[src/rtl/addr_data_demux.sv]
module addr_data_demux #(
  parameter int LO_W = 8,
  parameter int HI_W = 8,
  localparam int AW = LO_W + HI_W
) (
  input  logic            clk,
  input  logic            rst_n,
  input  logic [LO_W-1:0] shared_bus,
  input  logic            addr_stb,
  input  logic [HI_W-1:0] addr_hi,
  output logic [AW-1:0]   ext_addr,
  output logic [LO_W-1:0] data_view
);

  logic [LO_W-1:0] lo_q;
  logic            past_ok;

  always_ff @(posedge clk or negedge rst_n) begin
    if (!rst_n) begin
      lo_q    <= '0;
      past_ok <= 1'b0;
    end else begin
      past_ok <= 1'b1;
      if (addr_stb) lo_q <= shared_bus;
    end
  end

  assign ext_addr  = {addr_hi, (addr_stb ? shared_bus : lo_q)};
  assign data_view = addr_stb ? '0 : shared_bus;


  reset_clear_chk: assert property (@(posedge clk) disable iff (!rst_n)
    !past_ok |-> lo_q == '0 || $past(addr_stb));


  strobe_capture_chk: assert property (@(posedge clk) disable iff (!rst_n)
    past_ok && $past(addr_stb) |-> lo_q == $past(shared_bus));


  hold_stable_chk: assert property (@(posedge clk) disable iff (!rst_n)
    past_ok && !addr_stb && !$past(addr_stb) |-> $stable(ext_addr[LO_W-1:0]));


  no_spurious_load_chk: assert property (@(posedge clk) disable iff (!rst_n)
    past_ok && !$past(addr_stb) |-> $stable(lo_q));

endmodule

[config.mk]
export PLATFORM = sky130hd
export DESIGN_NAME = addr_data_demux
export DESIGN_NICKNAME = d
export VERILOG_FILES = /design/src/rtl/addr_data_demux.sv
export SDC_FILE = /design/constraint.sdc
export NUM_CORES = 1
export LEC_CHECK = 0
export BUFFER_PORTS_ARGS = -buffer_cell sky130_fd_sc_hd__buf_2
export CAP_MARGIN = 20
export CORE_AREA = 2 2 39 41
export DETAILED_ROUTE_END_ITERATION = 10
export DIE_AREA = 0 0 41 43
export PLACE_DENSITY = 0.73
export SETUP_SLACK_MARGIN = 0.02
export SYNTH_ARGS = -nofsm -noshare
export SYNTH_HDL_FRONTEND = slang
export SYNTH_SLANG_ARGS = --single-unit
[constraint.sdc]
create_clock -name clk -period 2 [get_ports clk]
set_clock_uncertainty 0.1 [all_clocks]
set_input_delay 0.4 -clock clk [delete_from_list [all_inputs] [get_ports clk]]
set_output_delay 0.4 -clock clk [all_outputs]
set_load 0.03 [all_outputs]
==> impl_metrics.py, run 1 <==
metrics = {
    "pwr": {
        "finalPower_mw": 0.430,
        "power_density_mw_per_mm2": 782,
        "vdd_drop_max_uv": 231,
        "leakage_nw": 0.301,
    },
    "sta": {
        "hold_viol_final": 0,
        "drv_slew": 0,
        "worstMarginPinSlew_ns": 0.267,
        "maxSlewHeadroom": 0.822,
        "rsz0062_at_grt": "false",
        "clock.fmax_ghz": 0.583,
        "final.period_utilization": 0.858,
        "setup_violations": 0,
        "hold_ws_ns": 0.308,
        "setup_ws_ns": 0.283,
        "min_period_ns": 1.72,
        "fin_setup_tns_ns": 0,
    },
    "cts": {
        "cts_buffers": 3,
        "clock_tree.buffer_depth": 2,
        "holdBufCountCts": 1,
        "clock_insertion_delay_worst_skew_ns": 0.24,
        "clkTransAtPathRegs_ns": 0.05,
        "cts_num_sinks": 8,
        "cts_tree": "yes",
        "cts_root_buffer": "clkbuf_4",
        "cts_resized": 0,
        "cts_max_level": 1,
        "cts_setup_buffers": 0,
    },
    "final_layout": {
        "largest-register": "lo_q",
        "synthToLayoutAreaGrowth_pct": 21.2,
        "biggestRegsByFlops": "lo_q (8)",
        "design_area_um2": 551,
        "final_cells": 70,
        "final_layout_size_suffix_gt1_frac": 0.833,
        "insertedDiodeCount": 0,
        "fin_util": 0.398,
        "nets": 75,
        "largest_register_ffs": 8,
    },
    "grt": {
        "grt_usage": 0.0912,
        "grt_pass1_wl_um": 931,
        "grt_overflow": 0,
        "grt_pass1_vias": 228,
        "grt_max_degree": 17,
        "antenna_found_initial": 0,
    },
    "die": {
        "core_mm2": 0.00138,
        "initial_utilization": 0.328,
        "die-area_mm2": 0.00176,
        "core.rowCount": 14,
        "ios": 43,
        "die_height_um": 43,
        "die_w_um": 41,
    },
    "critical_path": {
        "critPathMaxFanout": 16,
        "end_kind": "output port",
        "cp.required_ns": 1.50,
        "startpoint_type": "primary input",
        "path_class": "in -> out",
        "critPathArrivalTime_ns": 1.22,
    },
    "routing": {
        "wl_per_cell_um": 10.4,
        "firstDrtPassIters": 1,
        "vias": 302,
        "vias_per_cell": 4.31,
        "drc": 0,
        "wirelength_um": 728,
        "drtIter0Drc": 0,
        "ant_nets": 0,
    },
    "synth": {
        "synth_area_um2": 454,
        "synth_cell_types": 7,
        "netlist_instances": 34,
        "avgSynthCellArea_um2": 13.4,
        "synth_seq_cells": 8,
        "seq_area_frac_synth": 0.441,
        "syn-num-nets": 53,
        "yosys_warnings": 0,
    },
    "placed_design": {
        "place_ws_ns": 0.272,
        "place_area_um2": 518,
        "gp_congestion": 0.520,
        "dp.cells": 66,
        "port_buffers": 26,
        "dpl.hpwl_um": 585,
    },
    "run_status": {
        "status": "completed",
    },
    "flow_run": {
        "cap_violations": 0,
    },
    "worst_hold_path": {
        "hold_class": "in -> reg",
    },
}
area by class of cell:
cell class                 count  area [um2]
fill                         145         833
multi-input combinational     16         168
timing repair buffer          27         140
tap                           16        20.0
clock buffer                   3        22.5
sequential                     8         200
power breakdown:
part | internal [mW] | switching, mW | leakage [nW] | total [mW]
clock network | 0.0685 | 0.0521 | 0.0138 | 0.121
logic | 0.0488 | 0.0794 | 0.193 | 0.128
registers | 0.178 | 0.00359 | 0.0935 | 0.182
cells in the final DEF (no fill, tap or decap), drive strengths merged:
master	Yosys	routed
buf	10	26
and2b	8	8
dfrtp	8	8
mux2	8	8
clkbuf	0	3
dlygate4sd3	0	1
worst max-delay path: stages:
cell	delay (ns)
buf_2	0.25
mux2_2	0.39
buf_2	0.18
routing by layer:
layer,track usage,routed length [um],share of wire,up-vias
met1,0.0927,275,0.38,143
met4,0.140,27,0.037,0
met2,0.109,346,0.48,16
li1,-,-,-,141
met3,0.0314,78,0.11,2
met5,0,0,0,-
kinds of logic (layout without fill, tap and decap cells):
kind of cell | Yosys count | count (layout) | share of synthesized area
buffers and inverters | 10 | 30 | 0.190
multiplexers | 8 | 8 | 0.215
flip-flops | 8 | 8 | 0.441
AND/OR/NAND/NOR | 8 | 8 | 0.154
synth_stat cells:
| cell | instances | share of area |
|---|---|---|
| mux2_2 | 6 | 0.15 |
| buf_4 | 8 | 0.13 |
| and2b_2 | 8 | 0.15 |
| buf_8 | 1 | 0.033 |
| dfrtp_1 | 8 | 0.44 |
| mux2_4 | 2 | 0.066 |
| buf_6 | 1 | 0.025 |
final timing paths:
check | from | to | slack (ns) | cells after the start
max | addr_stb | ext_addr[6] | 0.28 | 3
min | shared_bus[4] | lo_q[4] | 0.31 | 2
max reg2reg | lo_q[0] | lo_q[0] | 1.16 | 1
min reg2reg | lo_q[4] | lo_q[4] | 0.39 | 1
max in group asynchronous | rst_n | lo_q[5] | 1.22 | 2
min in group asynchronous | rst_n | lo_q[4] | 0.42 | 2
Power figures use the tool's default switching activity.
==> inputs of run 2 (changes only) <==
--- a/config.mk
+++ b/config.mk
@@ -10,6 +10,7 @@
 export CORE_AREA = 2 2 39 41
 export DETAILED_ROUTE_END_ITERATION = 10
 export DIE_AREA = 0 0 41 43
+export MAX_ROUTING_LAYER = met4
 export PLACE_DENSITY = 0.73
 export SETUP_SLACK_MARGIN = 0.02
 export SYNTH_ARGS = -nofsm -noshare
==> run 2 against run 1 <==
Against the previous run: non-clock buffer count is the same; power is essentially flat; largest power group unchanged; sequential cell count is the same; highest routed layer unchanged; hold slack is essentially flat; via count is the same; clock power is essentially flat; fmax is essentially flat.
==> impl_metrics.py, run 2 (synthesized netlist as in run 1, its figures left out) <==
metrics = {
    "grt": {
        "grt_overflow": 0,
        "antenna_found_initial": 0,
        "grt_pass1_wl_um": 931,
        "grt_max_degree": 17,
        "grt_usage": 0.0935,
        "grt_pass1_vias": 228,
    },
    "pwr": {
        "leakage_nw": 0.301,
        "power_density_mw_per_mm2": 782,
        "vdd_drop_max_uv": 231,
    },
    "critical_path": {
        "cpMostUsedCell": "buf_2",
        "cp_slowest_cell": "mux2_2",
        "r2r_slack_ns": 1.16,
        "cp.required_ns": 1.50,
        "worstPathCellList": "buf_2 > mux2_2 > buf_2",
        "crit_family": "buffers and inverters",
        "rr_startpoint": "lo_q[0]",
        "slowest_delay_ns": 0.39,
        "crit-reg2reg-capture": "lo_q[0]",
        "critPathMaxFanout": 16,
        "end_kind": "output port",
        "path_buf_inv": 2,
        "path_class": "in -> out",
        "startpoint_type": "primary input",
        "reg2reg_depth": 1,
        "cp-startpoint": "addr_stb",
        "critPathArrivalTime_ns": 1.22,
    },
    "sta": {
        "drv_slew": 0,
        "final.period_utilization": 0.858,
        "fin_setup_tns_ns": 0,
        "rsz0062_at_grt": "false",
        "clock.fmax_ghz": 0.583,
        "worstMarginPinSlew_ns": 0.267,
        "maxSlewHeadroom": 0.822,
        "min_period_ns": 1.72,
        "hold_viol_final": 0,
        "setup_violations": 0,
    },
    "final_layout": {
        "synthToLayoutAreaGrowth_pct": 21.2,
        "insertedDiodeCount": 0,
        "nets": 75,
        "design_area_um2": 551,
        "final_cell_mix": "26 x buf_2, 8 x and2b_2, 8 x dfrtp_1",
        "final_common_cell": "buf_2",
        "largest-register": "lo_q",
        "largest_register_ffs": 8,
        "biggestRegsByFlops": "lo_q (8)",
        "final_layout_size_suffix_gt1_frac": 0.833,
    },
    "worst_hold_path": {
        "hold_start": "shared_bus[4]",
        "min_delay_path_depth": 2,
        "hold_class": "in -> reg",
        "min_to": "lo_q[4]",
    },
    "die": {
        "die_w_um": 41,
        "core_mm2": 0.00138,
        "ios": 43,
        "die_height_um": 43,
        "core.rowCount": 14,
        "initial_utilization": 0.328,
        "die-area_mm2": 0.00176,
    },
    "cts": {
        "cts_tree": "yes",
        "cts_max_level": 1,
        "cts_resized": 0,
        "clock_insertion_delay_worst_skew_ns": 0.24,
        "clkTransAtPathRegs_ns": 0.05,
        "cts_setup_buffers": 0,
        "cts_root_buffer": "clkbuf_4",
        "cts_buffers": 3,
        "clock_tree.buffer_depth": 2,
        "cts_num_sinks": 8,
    },
    "placed_design": {
        "gp_congestion": 0.521,
        "place_area_um2": 518,
        "port_buffers": 26,
        "dpl.hpwl_um": 585,
    },
    "run_status": {
        "status": "completed",
    },
    "routing": {
        "drtIter0Drc": 0,
        "drc": 0,
        "ant_nets": 0,
        "firstDrtPassIters": 1,
        "wl_per_cell_um": 10.4,
        "vias_per_cell": 4.31,
        "vias": 302,
        "wirelength_um": 728,
    },
    "flow_run": {
        "cap_violations": 0,
    },
}
## run 2: cell counts in the layout (fill, tap and decap cells not counted)
Identical to the previous run, type by type.
## run 2: timing repair
action | CTS | global route
endpoints found under the setup margin | 0 | 0
hold endpoints to repair | 8 | 0
hold buffers | 1 | 0
## run 2: stage by stage
step	power, mW	hold WS [ns]	utilization	setup WS, ns	instances
floorplan	0.309	0.00441	-	0.520	34
global placement	0.311	0.150	0.374	0.278	66
detailed placement	0.313	0.151	0.374	0.272	66
CTS	0.436	0.306	0.398	0.269	70
global route	0.456	0.298	0.398	0.228	70
finish	0.430	0.308	0.398	0.283	70
## run 2: layout make-up
cell class	count	area [um2]
flip-flops and latches	8	200
repair buffers	27	140
multi-input cells	16	168
clock buffers	3	22.5
well taps	16	20.0
fillers	145	833
## run 2: power breakdown
part	internal, mW	total (mW)	switching (mW)
combinational	0.0488	0.128	0.0794
sequential	0.178	0.182	0.00359
clock	0.0685	0.121	0.0521
## run 2: worst max-delay path by stage
stage | endpoint | cells after the start
final | ext_addr[6] | 3
after global routing | ext_addr[5] | 3
after CTS | ext_addr[6] | 3
after detailed placement | ext_addr[6] | 3
after global placement | ext_addr[7] | 3
after floorplan | ext_addr[3] | 3
## run 2: layer usage
metal / global-route usage / wire length, um
met1: 0.0927 / 275
met2: 0.109 / 346
met3: 0.0314 / 78
met4: 0.140 / 27
met5: - / 0
==> inputs of run 3 (changes only) <==
--- a/config.mk
+++ b/config.mk
@@ -5,13 +5,15 @@
 export SDC_FILE = /design/constraint.sdc
 export NUM_CORES = 1
 export LEC_CHECK = 0
+export ABC_AREA = 1
 export BUFFER_PORTS_ARGS = -buffer_cell sky130_fd_sc_hd__buf_2
 export CAP_MARGIN = 20
 export CORE_AREA = 2 2 39 41
+export CTS_CLUSTER_SIZE = 8
 export DETAILED_ROUTE_END_ITERATION = 10
 export DIE_AREA = 0 0 41 43
 export MAX_ROUTING_LAYER = met4
-export PLACE_DENSITY = 0.73
+export PLACE_DENSITY = 0.72
 export SETUP_SLACK_MARGIN = 0.02
 export SYNTH_ARGS = -nofsm -noshare
 export SYNTH_HDL_FRONTEND = slang
==> run 3 against run 2 <==
Against the previous run: critical path depth increased by 2; setup slack better by 0.11 ns; sequential cell count did not move; utilization fell by 0.99 points; hold slack worse by 0.030 ns; cell count increased by 36%; sequential power hardly changed; routed wire length increased by 33%; clock power rose by 5%; first-iteration DRC count up 11; non-clock buffer count unchanged; area after synthesis decreased by 3.0%; critical path type unchanged.
==> impl_metrics.py, run 3 <==
metrics = {
    "routing": {
        "top_layer": "met4",
        "drtIter0Drc": 11,
        "drc": 0,
        "firstDrtPassIters": 3,
        "wl_met1_um": 397,
        "vias_per_cell": 4.02,
        "ant_nets": 0,
        "wl_met2_um": 472,
        "wl_per_cell_um": 10.2,
        "wirelength_um": 965,
        "vias": 382,
        "routed-wl-met3_um": 78,
    },
    "run_status": {
        "status": "completed",
    },
    "pwr": {
        "power_density_mw_per_mm2": 792,
        "p_int_mw": 0.278,
        "comb_power_share": 0.276,
        "vdd_drop_max_uv": 201,
        "swShare": 0.345,
        "p_seq_frac": 0.425,
        "finalPower_mw": 0.425,
        "leakage_nw": 0.359,
        "switching_power_mw": 0.147,
        "clockPowerShare": 0.299,
    },
    "final_layout": {
        "synthToLayoutAreaGrowth_pct": 21.9,
        "largest-register": "lo_q",
        "final_layout_size_suffix_gt1_frac": 0.380,
        "nets": 100,
        "largest_register_ffs": 8,
        "final_common_cell": "buf_2",
        "insertedDiodeCount": 0,
        "biggestRegsByFlops": "lo_q (8)",
        "final_cell_mix": "26 x buf_2, 24 x nand2_1, 8 x inv_1, 8 x nor2_1, 8 x dfrtp_1",
    },
    "synth": {
        "netlist_instances": 59,
        "avgSynthCellArea_um2": 7.46,
        "synth_cell_types": 8,
        "async_flop_share": 1.00,
        "yosys_warnings": 0,
        "synth_area_leaders": "dfrtp_1 45%, nand2_1 20%, buf_4 14%",
        "yosysMostFrequentCell": "nand2_1",
        "yosys.area.top_type": "dfrtp_1",
        "synthFlopType": "dfrtp_1",
        "synth_area_um2": 440,
        "synth_top_area_share": 0.455,
        "syn-num-nets": 78,
        "synth_seq_cells": 8,
        "seq_area_frac_synth": 0.455,
        "synth_edf_count": 0,
        "synth_commonest_cells": "24 x nand2_1, 8 x buf_4, 8 x dfrtp_1, 8 x inv_1, 8 x nor2_1",
    },
    "sta": {
        "fin_setup_tns_ns": 0,
        "min_period_ns": 1.61,
        "clock.fmax_ghz": 0.623,
        "setup_violations": 0,
        "worstMarginPinSlew_ns": 0.277,
        "final.period_utilization": 0.803,
        "maxSlewHeadroom": 0.815,
        "hold_viol_final": 0,
        "drv_slew": 0,
        "rsz0062_at_grt": "false",
    },
    "cts": {
        "cts_root_buffer": "clkbuf_4",
        "cts_num_sinks": 8,
        "clock_tree.buffer_depth": 2,
        "clock_insertion_delay_worst_skew_ns": 0.26,
        "cts_buffers": 3,
        "cts_tree": "yes",
        "cts_max_level": 1,
        "cts_resized": 0,
        "clkTransAtPathRegs_ns": 0.05,
    },
    "critical_path": {
        "critPathArrivalTime_ns": 1.11,
        "critPathMaxFanout": 17,
        "cp.required_ns": 1.50,
        "end_kind": "output port",
        "startpoint_type": "primary input",
        "path_class": "in -> out",
    },
    "placed_design": {
        "dpl.hpwl_um": 754,
        "gp_congestion": 0.732,
        "port_buffers": 26,
    },
    "grt": {
        "grt_overflow": 0,
        "grt_max_degree": 18,
        "grt_usage": 0.123,
        "grt_pass1_wl_um": 1430,
        "grt_pass1_vias": 351,
        "antenna_found_initial": 0,
    },
    "flow_run": {
        "cap_violations": 0,
    },
    "die": {
        "initial_utilization": 0.318,
        "die-area_mm2": 0.00176,
        "ios": 43,
        "core_mm2": 0.00138,
        "die_w_um": 41,
        "core.rowCount": 14,
        "die_height_um": 43,
    },
    "worst_hold_path": {
        "hold_class": "in -> reg",
    },
}
## run 3: final cells by class
| type | count | area [um2] |
|---|---|---|
| Clock buffer | 3 | 22.5 |
| Fill cell | 144 | 847 |
| Inverter | 9 | 33.8 |
| Multi-Input combinational cell | 32 | 120 |
| Sequential cell | 8 | 200 |
| Tap cell | 16 | 20.0 |
| Timing Repair Buffer | 27 | 140 |
## run 3: path summary, 6_finish.rpt
check | start | endpoint | slack [ns] | cells past startpoint
min in group asynchronous | rst_n | lo_q[6] | 0.40 | 2
setup reg to reg | lo_q[0] | lo_q[0] | 1.28 | 2
max in group asynchronous | rst_n | lo_q[2] | 1.24 | 2
hold reg to reg | lo_q[3] | lo_q[3] | 0.37 | 2
setup / recovery | addr_stb | ext_addr[0] | 0.39 | 5
hold / removal | shared_bus[3] | lo_q[3] | 0.28 | 3
## run 3: repair_timing
item | 4_1_cts | 5_1_grt
hold buffers | 1 | 0
hold endpoints to repair | 8 | 0
setup endpoints to repair | 0 | 0
buffers inserted | 0 | 0
## run 3: cell families after synthesis
kind of cell           count (synthesis)  synth area share
AND/OR/NAND/NOR                       32             0.273
flip-flops                             8             0.455
buffers and inverters                 19             0.273
## run 3: worst max-delay path, stage by stage
cell and delay [ns]:
buf_2 0.25, inv_2 0.13, nand2_1 0.07, nand2_1 0.07, buf_2 0.18
## run 3: through the flow
stage          std cells  setup slack, ns  utilization  hold slack [ns]  area, um2
2_1_floorplan         59            0.441            -          0.00441        440
3_3_place_gp          91            0.430        0.364            0.145        504
3_5_place_dp          91            0.385        0.364            0.147        504
4_1_cts               95            0.390        0.388            0.274        537
5_1_grt               95            0.322        0.388            0.285        537
6_report              95            0.394        0.388            0.278        537
## run 3: routing by layer
| layer | vias to the layer above | track usage |
|---|---|---|
| met5 | - | - |
| met4 | 0 | 0.0800 |
| met3 | 2 | 0.0314 |
| met2 | 17 | 0.153 |
| met1 | 164 | 0.169 |
| li1 | 199 | - |
## run 3: power by group through the flow
stage	Combinational, mW	Clock, mW	Sequential, mW
2_1_floorplan	0.111	0	0.182
3_3_place_gp	0.116	0	0.183
3_5_place_dp	0.116	0	0.184
4_1_cts	0.118	0.130	0.181
5_1_grt	0.126	0.135	0.181
6_report	0.117	0.127	0.181
